$ cat config.mk
export PLATFORM = sky130hd
export DESIGN_NAME = can_mode_seq
export DESIGN_NICKNAME = d
export VERILOG_FILES = /design/src/rtl/can_mode_pkg.sv /design/src/rtl/can_safe_point.sv /design/src/rtl/can_resync_cnt.sv /design/src/rtl/can_mode_fsm.sv /design/src/rtl/can_mode_seq.sv
export SDC_FILE = /design/constraint.sdc
export NUM_CORES = 1
export LEC_CHECK = 0
export ABC_CLOCK_PERIOD_IN_PS = 1800
export CELL_PAD_IN_SITES_DETAIL_PLACEMENT = 1
export CELL_PAD_IN_SITES_GLOBAL_PLACEMENT = 2
export CORE_UTILIZATION = 32
export DETAILED_ROUTE_END_ITERATION = 16
export DONT_BUFFER_PORTS = 1
export PLACE_DENSITY_LB_ADDON = 0.1
export SKIP_CTS_REPAIR_TIMING = 1
export SYNTH_ARGS = -nofsm -noshare
export SYNTH_HDL_FRONTEND = slang
export SYNTH_SLANG_ARGS = --single-unit
$ cat constraint.sdc
create_clock -name clk -period 1.8 [get_ports clk]
set_input_delay 0.18 -clock clk [delete_from_list [all_inputs] [get_ports clk]]
set_output_delay 0.18 -clock clk [all_outputs]
set_load 0.03 [all_outputs]
$ cat src/rtl/can_mode_pkg.sv
package can_mode_pkg;
  typedef enum logic [2:0] {
    MODE_RUN    = 3'd0,
    MODE_BUSWT  = 3'd1,
    MODE_DRAIN  = 3'd2,
    MODE_FROZEN = 3'd3,
    MODE_OFF    = 3'd4,
    MODE_RESYNC = 3'd5
  } mode_e;
endpackage

$ cat src/rtl/can_safe_point.sv
module can_safe_point #(
  parameter int NACT = 4
) (
  input  logic            bus_idle,
  input  logic            bus_off,
  input  logic            ims3_rec,
  input  logic [NACT-1:0] busy,
  output logic            bus_quiet,
  output logic            drained
);
  always_comb begin
    bus_quiet = bus_idle | bus_off | ims3_rec;
    drained   = ~(|busy);
  end
endmodule

$ cat src/rtl/can_resync_cnt.sv
module can_resync_cnt #(
  parameter int RESYNC_BITS = 11
) (
  input  logic clk,
  input  logic rst_n,
  input  logic active,
  input  logic sample_stb,
  input  logic rx_in,
  output logic done
);
  localparam int CW = $clog2(RESYNC_BITS + 1);
  localparam logic [CW-1:0] LAST = CW'(RESYNC_BITS - 1);

  logic [CW-1:0] cnt_q, cnt_d;
  logic          cnt_en;

  always_comb begin
    cnt_en = ~active | sample_stb;
    if (!active)     cnt_d = '0;
    else if (!rx_in) cnt_d = '0;
    else if (cnt_q == LAST) cnt_d = cnt_q;
    else             cnt_d = cnt_q + 1'b1;
    done = active & sample_stb & rx_in & (cnt_q == LAST);
  end

  always_ff @(posedge clk or negedge rst_n) begin
    if (!rst_n)      cnt_q <= '0;
    else if (cnt_en) cnt_q <= cnt_d;
  end
endmodule

$ cat src/rtl/can_mode_fsm.sv
module can_mode_fsm
  import can_mode_pkg::*;
(
  input  logic  clk,
  input  logic  rst_n,
  input  logic  frz_want,
  input  logic  dis_req,
  input  logic  bus_quiet,
  input  logic  drained,
  input  logic  resync_done,
  output mode_e mode
);
  mode_e mode_q, mode_d;
  logic  any_req;

  always_comb begin
    any_req = frz_want | dis_req;
    mode_d  = mode_q;
    unique case (mode_q)
      MODE_RUN:    if (any_req) mode_d = MODE_BUSWT;
      MODE_BUSWT:  if (!any_req) mode_d = MODE_RUN;
                   else if (bus_quiet) mode_d = MODE_DRAIN;
      MODE_DRAIN:  if (!any_req) mode_d = MODE_RUN;
                   else if (drained) mode_d = dis_req ? MODE_OFF : MODE_FROZEN;
      MODE_FROZEN: if (dis_req) mode_d = MODE_OFF;
                   else if (!frz_want) mode_d = MODE_RESYNC;
      MODE_OFF:    if (!dis_req) mode_d = frz_want ? MODE_BUSWT : MODE_RESYNC;
      MODE_RESYNC: if (any_req) mode_d = MODE_BUSWT;
                   else if (resync_done) mode_d = MODE_RUN;
      default:     mode_d = MODE_RUN;
    endcase
  end

  always_ff @(posedge clk or negedge rst_n) begin
    if (!rst_n) mode_q <= MODE_RUN;
    else        mode_q <= mode_d;
  end

  assign mode = mode_q;
endmodule

$ cat src/rtl/can_mode_seq.sv
module can_mode_seq
  import can_mode_pkg::*;
#(
  parameter int NACT        = 4,
  parameter int RESYNC_BITS = 11
) (
  input  logic            clk,
  input  logic            rst_n,
  input  logic            frz_en,
  input  logic            halt_req,
  input  logic            dis_req,
  input  logic            bus_idle,
  input  logic            bus_off,
  input  logic            ims3_rec,
  input  logic [NACT-1:0] busy,
  input  logic            sample_stb,
  input  logic            rx_in,
  input  logic            tx_core,
  input  logic            ecr_wr_req,
  input  logic            clksrc_wr_req,
  output logic            frz_ack,
  output logic            lpm_ack,
  output logic            not_rdy,
  output logic            clk_stop,
  output logic            tx_out,
  output logic            rx_to_pe,
  output logic            ecr_wr_en,
  output logic            clksrc_wr_en
);
  mode_e mode;
  logic  bus_quiet, drained, resync_done, frz_want;
  logic  in_frz, in_off, in_sync, isolated;

  assign frz_want = frz_en & halt_req;

  can_safe_point #(.NACT(NACT)) u_safe (
    .bus_idle (bus_idle),
    .bus_off  (bus_off),
    .ims3_rec (ims3_rec),
    .busy     (busy),
    .bus_quiet(bus_quiet),
    .drained  (drained)
  );

  can_resync_cnt #(.RESYNC_BITS(RESYNC_BITS)) u_resync (
    .clk       (clk),
    .rst_n     (rst_n),
    .active    (in_sync),
    .sample_stb(sample_stb),
    .rx_in     (rx_in),
    .done      (resync_done)
  );

  can_mode_fsm u_fsm (
    .clk        (clk),
    .rst_n      (rst_n),
    .frz_want   (frz_want),
    .dis_req    (dis_req),
    .bus_quiet  (bus_quiet),
    .drained    (drained),
    .resync_done(resync_done),
    .mode       (mode)
  );

  always_comb begin
    in_frz       = (mode == MODE_FROZEN);
    in_off       = (mode == MODE_OFF);
    in_sync      = (mode == MODE_RESYNC);
    isolated     = in_frz | in_off;
    frz_ack      = in_frz;
    lpm_ack      = in_off;
    clk_stop     = in_off;
    not_rdy      = isolated | in_sync;
    tx_out       = (isolated | in_sync) ? 1'b1 : tx_core;
    rx_to_pe     = isolated ? 1'b1 : rx_in;
    ecr_wr_en    = ecr_wr_req & in_frz;
    clksrc_wr_en = clksrc_wr_req & ~in_frz;
  end
endmodule

==> flow_summary_export.csv <==
group,metric,value,unit
final_layout,multi_input_area,434,sq um
synth,synth_top_cell_by_area,"dfrtp_1",
detailed_routing,drtIter0Drc,11,
power_and_ir_drop,p_seq_frac,0.220,
cts,cts_sinks,7,
timing,finalClockSkew,1.55,ps
timing,timing.max_slew.rel_slack,0.708,
timing,setup_slack,99.2,ps
timing,fmax,588,MHz
worst_hold_path,hp-class,"input pin to flop",
worst_setup_path,max_stage_delay,410,ps
synth,syn_nets,100,
power_and_ir_drop,ir_worst_vdd,0.671,mV
worst_setup_path,r2r-start,"u_fsm.mode[2]",
final_layout,antennaDiodeCount,0,
power_and_ir_drop,leakagePower,0.000343,uW
final_layout,nFillCells,244,
place,gp_congestion,0.793,
worst_setup_path,crit_chain,"nor2b_1, nand2_2, inv_2, or3_1, buf_4",
cts,worstSkewPairLatency,250,ps
cts,root_buffer,"clkbuf_4",
cts,path_clk_slew,50,ps
cts,numCtsBuffers,3,
power_and_ir_drop,p_int,603,uW
timing,hold_violations,0,
synth,syn_inst,81,
floorplanning,ioPinCount,25,
detailed_routing,viasPerCell,5.58,
grt,grt_max_degree,16,
final_layout,final_cell_area,786,sq um
power_and_ir_drop,total_power,1150,uW
floorplanning,fp.dieH,47.3,um
final_layout,layout_commonest_cell,"buf_4",
synth,synth_flop_cell,"dfrtp_1",
synth,avgSynthCellArea,8.09,sq um
detailed_routing,avgRoutedWirePerCell,14.7,um
timing,period_needed,1700,ps
timing,post-route-period-util,0.945,
grt,first_global_vias,547,
synth,async_reset_ff_frac,1.00,
worst_setup_path,reg2reg_slack,140,ps
power_and_ir_drop,swShare,0.474,
worst_setup_path,crit_slowest_cell,"dfrtp_1",
timing,fin_hold_ws,110,ps
worst_hold_path,min_from,"rx_in",
floorplanning,initial_core_util,0.338,
place,place_area,701,sq um
place,dpl.hpwl,1230,um
detailed_routing,vias,664,
detailed_routing,first_pass_iters,4,
synth,synth_seq_cells,7,
detailed_routing,detail-route-antenna-nets,0,
synth,ys_seq_area_frac,0.267,
worst_setup_path,cp-start-kind,"flop",
final_layout,seq_area,176,sq um
synth,synth_cell_types,42,
grt,grt_pass1_wl,2420,um
timing,worstMarginPinSlew,432,ps
final_layout,drive_above_1_share,0.228,
timing,setup_viol,0,
power_and_ir_drop,p_sw,545,uW
floorplanning,core_area,1940,sq um
cts,htreeDepth,1,
final_layout,area.growth.synth_to_final,19.8,%
detailed_routing,drc,0,
cts,clock_path_buffers,2,
worst_setup_path,cp_max_fo,5,
power_and_ir_drop,p_per_area,1460,nW/um^2
floorplanning,placementRows,16,
grt,overflow,0,
timing,slew_violations,0,
timing,rsz0062_at_grt,"false",
floorplanning,die_w,47.3,um
worst_setup_path,crit_arrival,1520,ps
worst_setup_path,crit_start,"u_fsm.mode[1]",
synth,netlist_area,656,sq um
synth,yosys_warnings,0,
synth,synth-edff-count,0,
worst_setup_path,cp.required,1620,ps
place,port_buffers,0,
grt,antenna_found_initial,0,
floorplanning,dieArea,2230,sq um
grt,grt_usage,0.159,
final_layout,layout_common_cells,"buf_4, dfrtp_1, inv_1, nand2_1",
place,dp_slack,174,ps
worst_setup_path,endpoint_kind,"primary output",
detailed_routing,routed_wl,1750,um
flow_run,max-cap-violations,0,
worst_setup_path,critical_path_class,"flop to primary output",
status,status,"complete, no violations",
power_and_ir_drop,combPwrFrac,0.652,
power_and_ir_drop,clkPwrFrac,0.128,
final_layout,nNetsFinal,112,
cts,cts_tree,"yes",
synth,ys_top_cells_by_area,"dfrtp_1, a211oi_1, ha_1",
synth,yosysTopAreaCellShare,0.267,
layer usage:
layer  GRT usage  up-vias  wire [um]
met3      0.0692        0        116
met5           0        -          0
li1            -      324          -
met4      0.0171        0          0
met2       0.244       24        814
met1       0.213      316        818
registers in the layout, indices dropped and copies added, names as in the netlist:
name / cells
u_resync.cnt_q: 4
u_fsm.mode: 3
worst max-delay path: cells and delay by family, from the launching register on:
family,cells,cell delay [ps]
DFF,1,410
buffers and inverters,2,260
and+or+nand+nor,3,600
synthesized netlist by cell type, types with 3 or more instances:
master / count
and2_1: 3
nor2_1: 3
dfrtp_1: 7
buf_2: 3
o21ai_0: 3
a21oi_1: 4
a211oi_1: 4
inv_1: 5
nor3_1: 3
nand2_1: 6
or3_1: 4
path summary, 6_finish.rpt:
kind | cells after the start | endpoint
min | 2 | u_resync.cnt_q[1]
min reg2reg | 2 | u_resync.cnt_q[1]
max | 5 | rx_to_pe
max in group asynchronous | 1 | u_fsm.mode[2]
max reg2reg | 5 | u_fsm.mode[2]
min in group asynchronous | 1 | u_resync.cnt_q[2]
logic make-up (layout without fill, tap and decap cells):
kind of cell	after synthesis	after routing	share of synthesized area
AO/OA/AOI/OAI	27	27	0.302
AND/OR/NAND/NOR	33	33	0.305
adder cells (fa/ha/maj)	2	2	0.0382
flip-flops	7	7	0.267
buffers and inverters	11	22	0.0744
XOR/XNOR	1	1	0.0134
metrics by stage:
stage / setup TNS [ps] / util / std cells
final: 0 / 0.405 / 119
after global routing: 0 / 0.405 / 119
after CTS: -112 / 0.374 / 112
after detailed placement: 0 / 0.361 / 108
after global placement: 0 / 0.361 / 108
after floorplan: 0 / - / 81
power by group through the flow:
stage / combinational [uW] / sequential (uW) / clock, uW
floorplan: 525 / 231 / 0
global placement: 630 / 265 / 0
detailed placement: 626 / 267 / 0
CTS: 632 / 265 / 152
global route: 816 / 260 / 162
finish: 748 / 253 / 147
layout make-up:
cell class                 instances  share of cell area
inverter                           6              0.0287
timing repair buffer              12               0.118
multi-input combinational         63               0.553
sequential                         7               0.225
clock buffer                       4              0.0334
tap                               27              0.0430
No activity file was read; power rests on OpenSTA's default activity.
